<file path="config.mk">
export PLATFORM = sky130hd
export DESIGN_NAME = fid_gen
export DESIGN_NICKNAME = d
export VERILOG_FILES = /design/src/rtl/fid_gen_pkg.sv /design/src/rtl/fid_regs.sv /design/src/rtl/fid_counter.sv /design/src/rtl/fid_sync.sv /design/src/rtl/fid_gen.sv
export SDC_FILE = /design/constraint.sdc
export NUM_CORES = 1
export LEC_CHECK = 0
export ABC_AREA = 1
export BUFFER_PORTS_ARGS = -buffer_cell sky130_fd_sc_hd__buf_2
export CORE_MARGIN = 8
export CORE_UTILIZATION = 30
export DETAILED_ROUTE_END_ITERATION = 8
export PLACE_DENSITY = 0.45
export SYNTH_ARGS = -nofsm -noshare
export SYNTH_HDL_FRONTEND = slang
export SYNTH_SLANG_ARGS = --single-unit
</file>
<file path="constraint.sdc">
create_clock -name clk_i -period 1.9 [get_ports clk_i]
set_input_delay 0 -clock clk_i [delete_from_list [all_inputs] [get_ports clk_i]]
set_output_delay 0 -clock clk_i [all_outputs]
set_load 0.05 [all_outputs]
</file>
<file path="src/rtl/fid_gen_pkg.sv">
package fid_gen_pkg;
  localparam int ADDR_W = 2;
  localparam logic [ADDR_W-1:0] A_HOLD = 2'd0;
  localparam logic [ADDR_W-1:0] A_LOAD = 2'd1;
  localparam logic [ADDR_W-1:0] A_SEL  = 2'd2;
  localparam logic [ADDR_W-1:0] A_SRST = 2'd3;
endpackage

</file>
<file path="src/rtl/fid_regs.sv">
module fid_regs
  import fid_gen_pkg::*;
#(
  parameter int CNT_W      = 9,
  parameter int DEF_PERIOD = 120
) (
  input  logic              clk_i,
  input  logic              rst_ni,
  input  logic              wr_en_i,
  input  logic [ADDR_W-1:0] wr_addr_i,
  input  logic [CNT_W-1:0]  wr_data_i,
  output logic [CNT_W-1:0]  hold_o,
  output logic              sel_o,
  output logic              load_o,
  output logic              srst_o
);
  assign srst_o = wr_en_i && (wr_addr_i == A_SRST);
  assign load_o = wr_en_i && (wr_addr_i == A_LOAD) && wr_data_i[0];

  always_ff @(posedge clk_i or negedge rst_ni) begin
    if (!rst_ni) begin
      hold_o <= CNT_W'(DEF_PERIOD);
      sel_o  <= 1'b0;
    end else if (srst_o) begin
      hold_o <= CNT_W'(DEF_PERIOD);
      sel_o  <= 1'b0;
    end else if (wr_en_i) begin
      if (wr_addr_i == A_HOLD) hold_o <= wr_data_i;
      if (wr_addr_i == A_SEL)  sel_o  <= wr_data_i[0];
    end
  end
endmodule

</file>
<file path="src/rtl/fid_counter.sv">
module fid_counter #(
  parameter int CNT_W      = 9,
  parameter int DEF_PERIOD = 120
) (
  input  logic             clk_i,
  input  logic             rst_ni,
  input  logic             clr_i,
  input  logic             load_i,
  input  logic [CNT_W-1:0] hold_i,
  output logic             term_o
);
  logic [CNT_W-1:0] active_q, cnt_q;
  logic             degen;

  // periods 0 and 1 pin the marker high
  assign degen  = (active_q <= CNT_W'(1));
  assign term_o = degen || (cnt_q == active_q - CNT_W'(1));

  always_ff @(posedge clk_i or negedge rst_ni) begin
    if (!rst_ni) begin
      active_q <= CNT_W'(DEF_PERIOD);
      cnt_q    <= '0;
    end else if (clr_i) begin
      active_q <= CNT_W'(DEF_PERIOD);
      cnt_q    <= '0;
    end else if (load_i) begin
      active_q <= hold_i;
      cnt_q    <= '0;
    end else if (term_o) begin
      cnt_q    <= '0;
    end else begin
      cnt_q    <= cnt_q + CNT_W'(1);
    end
  end
endmodule

</file>
<file path="src/rtl/fid_sync.sv">
module fid_sync #(
  parameter int STAGES = 2
) (
  input  logic clk_i,
  input  logic rst_ni,
  input  logic clr_i,
  input  logic d_i,
  output logic q_o
);
  logic [STAGES-1:0] ff_q;

  generate
    for (genvar i = 0; i < STAGES; i++) begin : g_stage
      logic nxt;
      if (i == 0) begin : g_first
        assign nxt = d_i;
      end else begin : g_rest
        assign nxt = ff_q[i-1];
      end
      always_ff @(posedge clk_i or negedge rst_ni) begin
        if (!rst_ni)    ff_q[i] <= 1'b0;
        else if (clr_i) ff_q[i] <= 1'b0;
        else            ff_q[i] <= nxt;
      end
    end
  endgenerate

  assign q_o = ff_q[STAGES-1];
endmodule

</file>
<file path="src/rtl/fid_gen.sv">
module fid_gen
  import fid_gen_pkg::*;
#(
  parameter int CNT_W       = 9,
  parameter int DEF_PERIOD  = 120,
  parameter int SYNC_STAGES = 2
) (
  input  logic              clk_i,
  input  logic              rst_ni,
  input  logic              wr_en_i,
  input  logic [ADDR_W-1:0] wr_addr_i,
  input  logic [CNT_W-1:0]  wr_data_i,
  input  logic              ext_fid_i,
  output logic              fid_o,
  output logic              status_o
);
  logic [CNT_W-1:0] hold;
  logic sel, load, srst, term, ext_s, fid_q;

  fid_regs #(.CNT_W(CNT_W), .DEF_PERIOD(DEF_PERIOD)) u_regs (
    .clk_i, .rst_ni, .wr_en_i, .wr_addr_i, .wr_data_i,
    .hold_o(hold), .sel_o(sel), .load_o(load), .srst_o(srst)
  );

  fid_counter #(.CNT_W(CNT_W), .DEF_PERIOD(DEF_PERIOD)) u_cnt (
    .clk_i, .rst_ni, .clr_i(srst), .load_i(load), .hold_i(hold), .term_o(term)
  );

  fid_sync #(.STAGES(SYNC_STAGES)) u_sync (
    .clk_i, .rst_ni, .clr_i(srst), .d_i(ext_fid_i), .q_o(ext_s)
  );

  always_ff @(posedge clk_i or negedge rst_ni) begin
    if (!rst_ni)            fid_q <= 1'b0;
    else if (srst || load)  fid_q <= 1'b0;
    else                    fid_q <= sel ? ext_s : term;
  end

  assign fid_o    = fid_q;
  assign status_o = sel;
endmodule

</file>
**Word-level counts from Yosys, hierarchy flattened**

Index checks and enable logic that the tools add are counted.
W data, S select, Z words.

- Flip-flop bits (word level): 31
- Input port bits: 15
- Output and inout port bits: 2
- Logic and storage cells: 41

- Add/subtract/negate cells: 2
- Order comparisons: 1
- Equal/unequal tests: 4
- Multiplexer cells: 15
- Reductions and logical operators: 12

Operator list:

| cell | count |
|---|---|
| $mux W9 | 8 |
| $add A9 B1 Y9 const B | 1 |
| $eq A9 B9 Y1 | 1 |
| $le A9 B1 Y1 const B | 1 |
| $sub A9 B1 Y9 const B | 1 |
| $reduce_bool A2 Y1 | 4 |
| $mux W1 | 7 |
| $eq A2 B2 Y1 const B | 2 |
| $reduce_and A2 Y1 | 2 |
| $logic_and A1 B1 Y1 | 3 |
| $eq A2 B1 Y1 const B | 1 |
| $logic_not A2 Y1 | 1 |
| $logic_or A1 B1 Y1 | 2 |

**Logic depth before layout (Yosys ltp)**

- Word-level depth: 6
- Depth in mapped cells: 12
- Mapped depth without buffers: 12

**Modules after synthesis**

A second synthesis with hierarchy kept.

- Cell total of the unflattened synthesis: 241
- Area, all modules: 1770.4 um^2

Modules (own cells, without submodules):

| module | instances | cells an instance | area each (um^2) | seq. area each (um^2) |
|---|---|---|---|---|
| fid_counter | 1 | 169 | 1172.4 | 455.4 |
| fid_regs | 1 | 59 | 483.0 | 255.2 |
| fid_sync | 1 | 6 | 65.1 | 50.0 |
| fid_gen | 1 | 7 | 50.0 | 25.0 |

**Least setup slack after synthesis**

OpenSTA, ideal clock, no wires.

- Path type: register -> register
- Start: reg u_cnt.active_q[0]
- End: reg u_cnt.cnt_q[3]
- Setup time: 0.121 ns
- Arrival: 1.443 ns
- Data required time: 1.779 ns
- Path slack: 0.336 ns
- Cell stages (with the launch flop): 12
- Path buffers: 0
- Clock period less this slack: 1.564 ns
- Cells stage by stage: dfrtp_1 > inv_1 > ha_1 > inv_1 > nand2_1 > nand2_1 > nor2_1 > nand3_1 > nor2_2 > nand4_4 > nand3_4 > nor2_2

- Word-level cells in the longest chain between the ends: 6
- Elaborated cells between the ends (all ways): 7
- Those cells by class: 1 x add/sub; 1 x order compare; 1 x eq/ne; 3 x mux; 1 x reduce/logical

RTL lines:

| item | RTL line | RTL |
|---|---|---|
| start, declared | fid_counter.sv:12 | `logic [CNT_W-1:0] active_q, cnt_q;` |
| start signal, assigned | fid_counter.sv:21 | `active_q <= CNT_W'(DEF_PERIOD);` |
| start signal, assigned | fid_counter.sv:24 | `active_q <= CNT_W'(DEF_PERIOD);` |
| start signal, assigned | fid_counter.sv:27 | `active_q <= hold_i;` |
| $sub A9 B1 Y9 | fid_counter.sv:17 | `assign term_o = degen \|\| (cnt_q == active_q - CNT_W'(1));` |
| $eq A9 B9 Y1 | fid_counter.sv:17 |  |
| $logic_or A1 B1 Y1 * | fid_counter.sv:17 |  |
| $mux W9 * | fid_counter.sv:29 | `end else if (term_o) begin` |
| $mux W9 * | fid_counter.sv:26 | `end else if (load_i) begin` |
| $mux W9 * | fid_counter.sv:23 | `end else if (clr_i) begin` |
| end signal, assigned | fid_counter.sv:32 | `cnt_q <= cnt_q + CNT_W'(1);` |
| end, declared | fid_counter.sv:12 |  |

Mark *: on every way between the ends. The rest lies on a longest branch, timed or not.
A chain may end at the register's enable or synchronous reset.

**Worst setup path in the final report**

- Start: reg u_cnt.active_q[0]
- End: reg u_cnt.cnt_q[2]

Same word-level chain as after synthesis.

==> summary.md <==
| Metric | Value |
|---|---|
| Run status | `completed` |
| Internal power | `1.57 mW` |
| Top-Level Pins | `17` |
| Cell area after placement | `1900 um2` |
| HPWL after DPL | `2880 um` |
| Slew of the pin with the lowest slew margin | `0.694 ns` |
| Avg Inst Size Synth | `8.47 um2` |
| Port bufs | `16` |
| Total power consumption of the routed design | `2.28 mW` |
| Height of the chip | `92.3 um` |
| Number of clock buffers inserted by TritonCTS | `5` |
| Terminus of the critical flop-to-flop path | `u_cnt.cnt_q[2]$_DFF_PN0_` |
| Maximum resistive drop on vdd | `0.395 mV` |
| Number of clock sinks | `31` |
| Type of element capturing the critical path | `register` |
| Critical path type | `register to register` |
| Routed wire length | `3660 um` |
| Proportion of power drawn by flip-flops and latches | `39.9%` |
| Number of buffers on the longest clock path | `2` |
| Post-Syn Nets | `224` |
| Library cells used by synthesis | `29` |
| Number of antenna violations at the first check in global routing | `0` |
| Number of nets in the final layout | `258` |
| Pins Over Slew Limit | `0` |
| Cell chain of the critical path | `inv_1 > ha_4 > inv_1 > nand2_1 > nand2_1 > nor2_2 > nand3_1 > nor2_2 > nand4_4 > nand3_4 > nor2_2` |
| Clock tree from TritonCTS | `done` |
| First-pass GRT wire length | `6670 um` |
| Number of antenna-violating nets in the routed design | `0` |
| Synth Instances | `206` |
| Fraction of the cycle the final worst path needs | `91.2%` |
| Final design instance area without fill | `2170 um2` |
| Final critical delay including setup and external delays | `1.73 ns` |
| Hold Crit Endpoint | `u_regs.sel_o$_DFFE_PN0P_` |
| R2R cell count | `11` |
| Synth-to-layout area growth | `24.4%` |
| Post-detailed-route wirelength per cell | `11.7 um` |
| Static Leak | `1.03 nW` |
| Yosys warning count | `0` |
| Largest net degree at the start of global routing | `32` |
| Post-synth design cell area | `1750 um2` |
| Slowest stage cell on the critical path | `dfrtp_1` |
| Fraction of synthesis flops using an asynchronous set or reset pin | `100%` |
| Diodes inserted | `0` |
| Power share of the clock group | `33.8%` |
| Count of endpoints failing hold in the final timing report | `0` |
| Clock network latency to the later pin of the worst-skew pair | `0.28 ns` |
| Total routing resource utilization after global routing | `9.74%` |
| Worst hold path startpoint | `wr_en_i` |
| CP dominant cell by count | `nor2_2` |
| Worst rel slew slack | `53.7%` |
| Vias after detailed routing | `1334` |
| Logic pwr share | `26.3%` |
| Share of cells above drive strength 1 | `27.8%` |
| H-tree depth | `2` |
| Row count | `27` |
| Timing-limited maximum frequency | `0.577 GHz` |
| First-pass detailed-route iteration total | `4` |
| FF-to-FF Start | `u_cnt.active_q[0]$_DFFE_PN0N_` |
| Worst-case setup slack after placement | `0.104 ns` |
| Sequential element share of the synthesized area | `45.0%` |
| Setup repair after global routing missed its margin | `false` |
| Final Skew | `0.00835 ns` |
| Power density over the cells | `1050 nW/um2` |
| Net Sw Power | `0.710 mW` |
| Kind of path behind the tightest hold check | `input port to register` |
| Arrival @ worst endpoint | `1.90 ns` |
| Worst setup slack after layout | `0.167 ns` |
| Root Buffer | `clkbuf_8` |
| Worst Path Required | `2.07 ns` |
| Synth Register Bits | `31` |
| Number of vias per cell | `4.26` |
| CTS clock-pin slew for the worst setup and hold paths | `0.07 ns` |
| Element type at the critical path start | `register` |
| Ys flop type | `dfrtp_1` |
| Congestion Overflow GR | `0` |
| Die Span X | `92.3 um` |
| Number of global-route vias before repair | `1441` |
| Switching power as a share of total power | `31.2%` |
| Final setup violating endpoints | `0` |
| Initial core utilization | `31.3%` |
| Global placer's final weighted congestion | `0.816` |
| Standard cell core area | `5570 um2` |
| Max-cap check violation count | `0` |
| CP max FO | `8` |
| Instance count along the most critical hold path | `3` |
| Number of synthesized flops with an enable pin | `0` |
| First DRT Iteration DRCs | `32` |
| Die outline area | `8510 um2` |
| Number of fillers in the final layout | `577` |
| Sum Neg Setup Slack | `0 ns` |
| Remaining design rule violation count | `0` |
| Maximum cell stage delay along the critical path | `0.39 ns` |
| Worst reg-to-reg setup slack | `0.17 ns` |
## power by group through the flow
| stage | Clock [mW] | Sequential, mW | Combinational (mW) |
|---|---|---|---|
| 2_1_floorplan | 0 | 0.914 | 0.431 |
| 3_3_place_gp | 0 | 0.925 | 0.561 |
| 3_5_place_dp | 0 | 0.922 | 0.565 |
| 4_1_cts | 0.795 | 0.912 | 0.584 |
| 5_1_grt | 0.827 | 0.931 | 0.688 |
| 6_report | 0.770 | 0.910 | 0.600 |
## final cells by class
| class | instances | area, um2 | share of cell area [%] |
|---|---|---|---|
| multi-input cells | 145 | 853 | 39.3 |
| flip-flops and latches | 31 | 786 | 36.2 |
| repair buffers | 29 | 205 | 9.45 |
| inverters | 28 | 105 | 4.84 |
| well taps | 72 | 90.1 | 4.15 |
| clock buffers | 6 | 72.6 | 3.34 |
| clock inverters | 2 | 60.1 | 2.76 |
## per-layer routing
layer	vias up	GRT usage, %	routed length, um
li1	725	-	-
met1	587	11.8	1770
met2	18	15.7	1710
met3	4	3.50	143
met4	0	3.22	30
met5	-	0	0
## cells by family (layout without fill, tap and decap cells)
| group | after synthesis | count (layout) | synth area share [%] |
|---|---|---|---|
| xor+xnor | 10 | 10 | 5.02 |
| compound gates | 29 | 29 | 10.2 |
| buf+inv | 30 | 65 | 6.95 |
| fa+ha+maj | 3 | 3 | 2.15 |
| simple gates | 103 | 103 | 30.7 |
| flops | 31 | 31 | 45.0 |
## through the flow
step / utilization, % / hold WS [ns] / instances
2_1_floorplan: - / -0.296 / 206
3_3_place_gp: 34.1 / 0.0984 / 292
3_5_place_dp: 34.1 / 0.0993 / 292
4_1_cts: 38.4 / 0.0223 / 311
5_1_grt: 39.0 / 0.0423 / 313
6_report: 39.0 / 0.0315 / 313
## registers in the layout, indices dropped and copies added, names as in the netlist
register	flops
fid_o	1
u_cnt.active_q	9
u_cnt.cnt_q	9
u_regs.hold_o	9
u_regs.sel_o	1
u_sync.g_stage.nxt	1
u_sync.q_o	1
## cell usage after synthesis (all sizes together), types with 2 or more instances
library cell / count / area (um2)
a21oi: 4 / 20.0
a22o: 4 / 35.0
buf: 2 / 16.3
dfrtp: 23 / 576
dfstp: 8 / 210
ha: 3 / 37.5
inv: 28 / 105
nand2: 50 / 200
nand3: 12 / 77.6
nand4: 2 / 27.5
nor2: 35 / 186
nor3: 3 / 36.3
o21ai: 16 / 80.1
o22a: 4 / 35.0
xnor2: 5 / 43.8
xor2: 5 / 43.8
## cell usage in the layout, fill, tap and decap left out, drive strengths merged, types with 4 or more instances in the layout
| cell | n |
|---|---|
| xor2 | 5 |
| dlygate4sd3 | 11 |
| nand3 | 12 |
| clkbuf | 6 |
| o22a | 4 |
| nor2 | 35 |
| o21ai | 16 |
| nand2 | 50 |
| xnor2 | 5 |
| a21oi | 4 |
| dfstp | 8 |
| dfrtp | 23 |
| a22o | 4 |
| buf | 18 |
| inv | 28 |
## repair_timing
action / in CTS / in global routing
gates resized for setup: 0 / 2
endpoints found under the hold margin: 33 / 0
hold buffers: 11 / 0
setup endpoints to repair: 0 / 9
setup buffers: 0 / 2
## worst max-delay path by stage
| stage | start | depth (start not counted) | endpoint | slack, ns |
|---|---|---|---|---|
| 2_1_floorplan | u_cnt.active_q[0]$_DFFE_PN0N_ | 11 | u_cnt.cnt_q[3]$_DFF_PN0_ | 0.34 |
| 3_3_place_gp | u_cnt.active_q[0]$_DFFE_PN0N_ | 11 | u_cnt.cnt_q[0]$_DFF_PN0_ | 0.15 |
| 3_5_place_dp | u_cnt.active_q[0]$_DFFE_PN0N_ | 11 | u_cnt.cnt_q[1]$_DFF_PN0_ | 0.10 |
| 4_1_cts | u_cnt.active_q[0]$_DFFE_PN0N_ | 11 | u_cnt.cnt_q[2]$_DFF_PN0_ | 0.08 |
| 5_1_grt | u_cnt.active_q[0]$_DFFE_PN0N_ | 11 | u_cnt.cnt_q[0]$_DFF_PN0_ | 0.01 |
| 6_report | u_cnt.active_q[0]$_DFFE_PN0N_ | 11 | u_cnt.cnt_q[2]$_DFF_PN0_ | 0.17 |
## critical path: cells and delay by family, from the launching register on
| kind | cells | cell delay, ns |
|---|---|---|
| AND/OR/NAND/NOR | 8 | 0.78 |
| flip-flops | 1 | 0.39 |
| adder cells (fa/ha/maj) | 1 | 0.28 |
| buffers and inverters | 2 | 0.15 |
(Power assumes the default switching activity.)
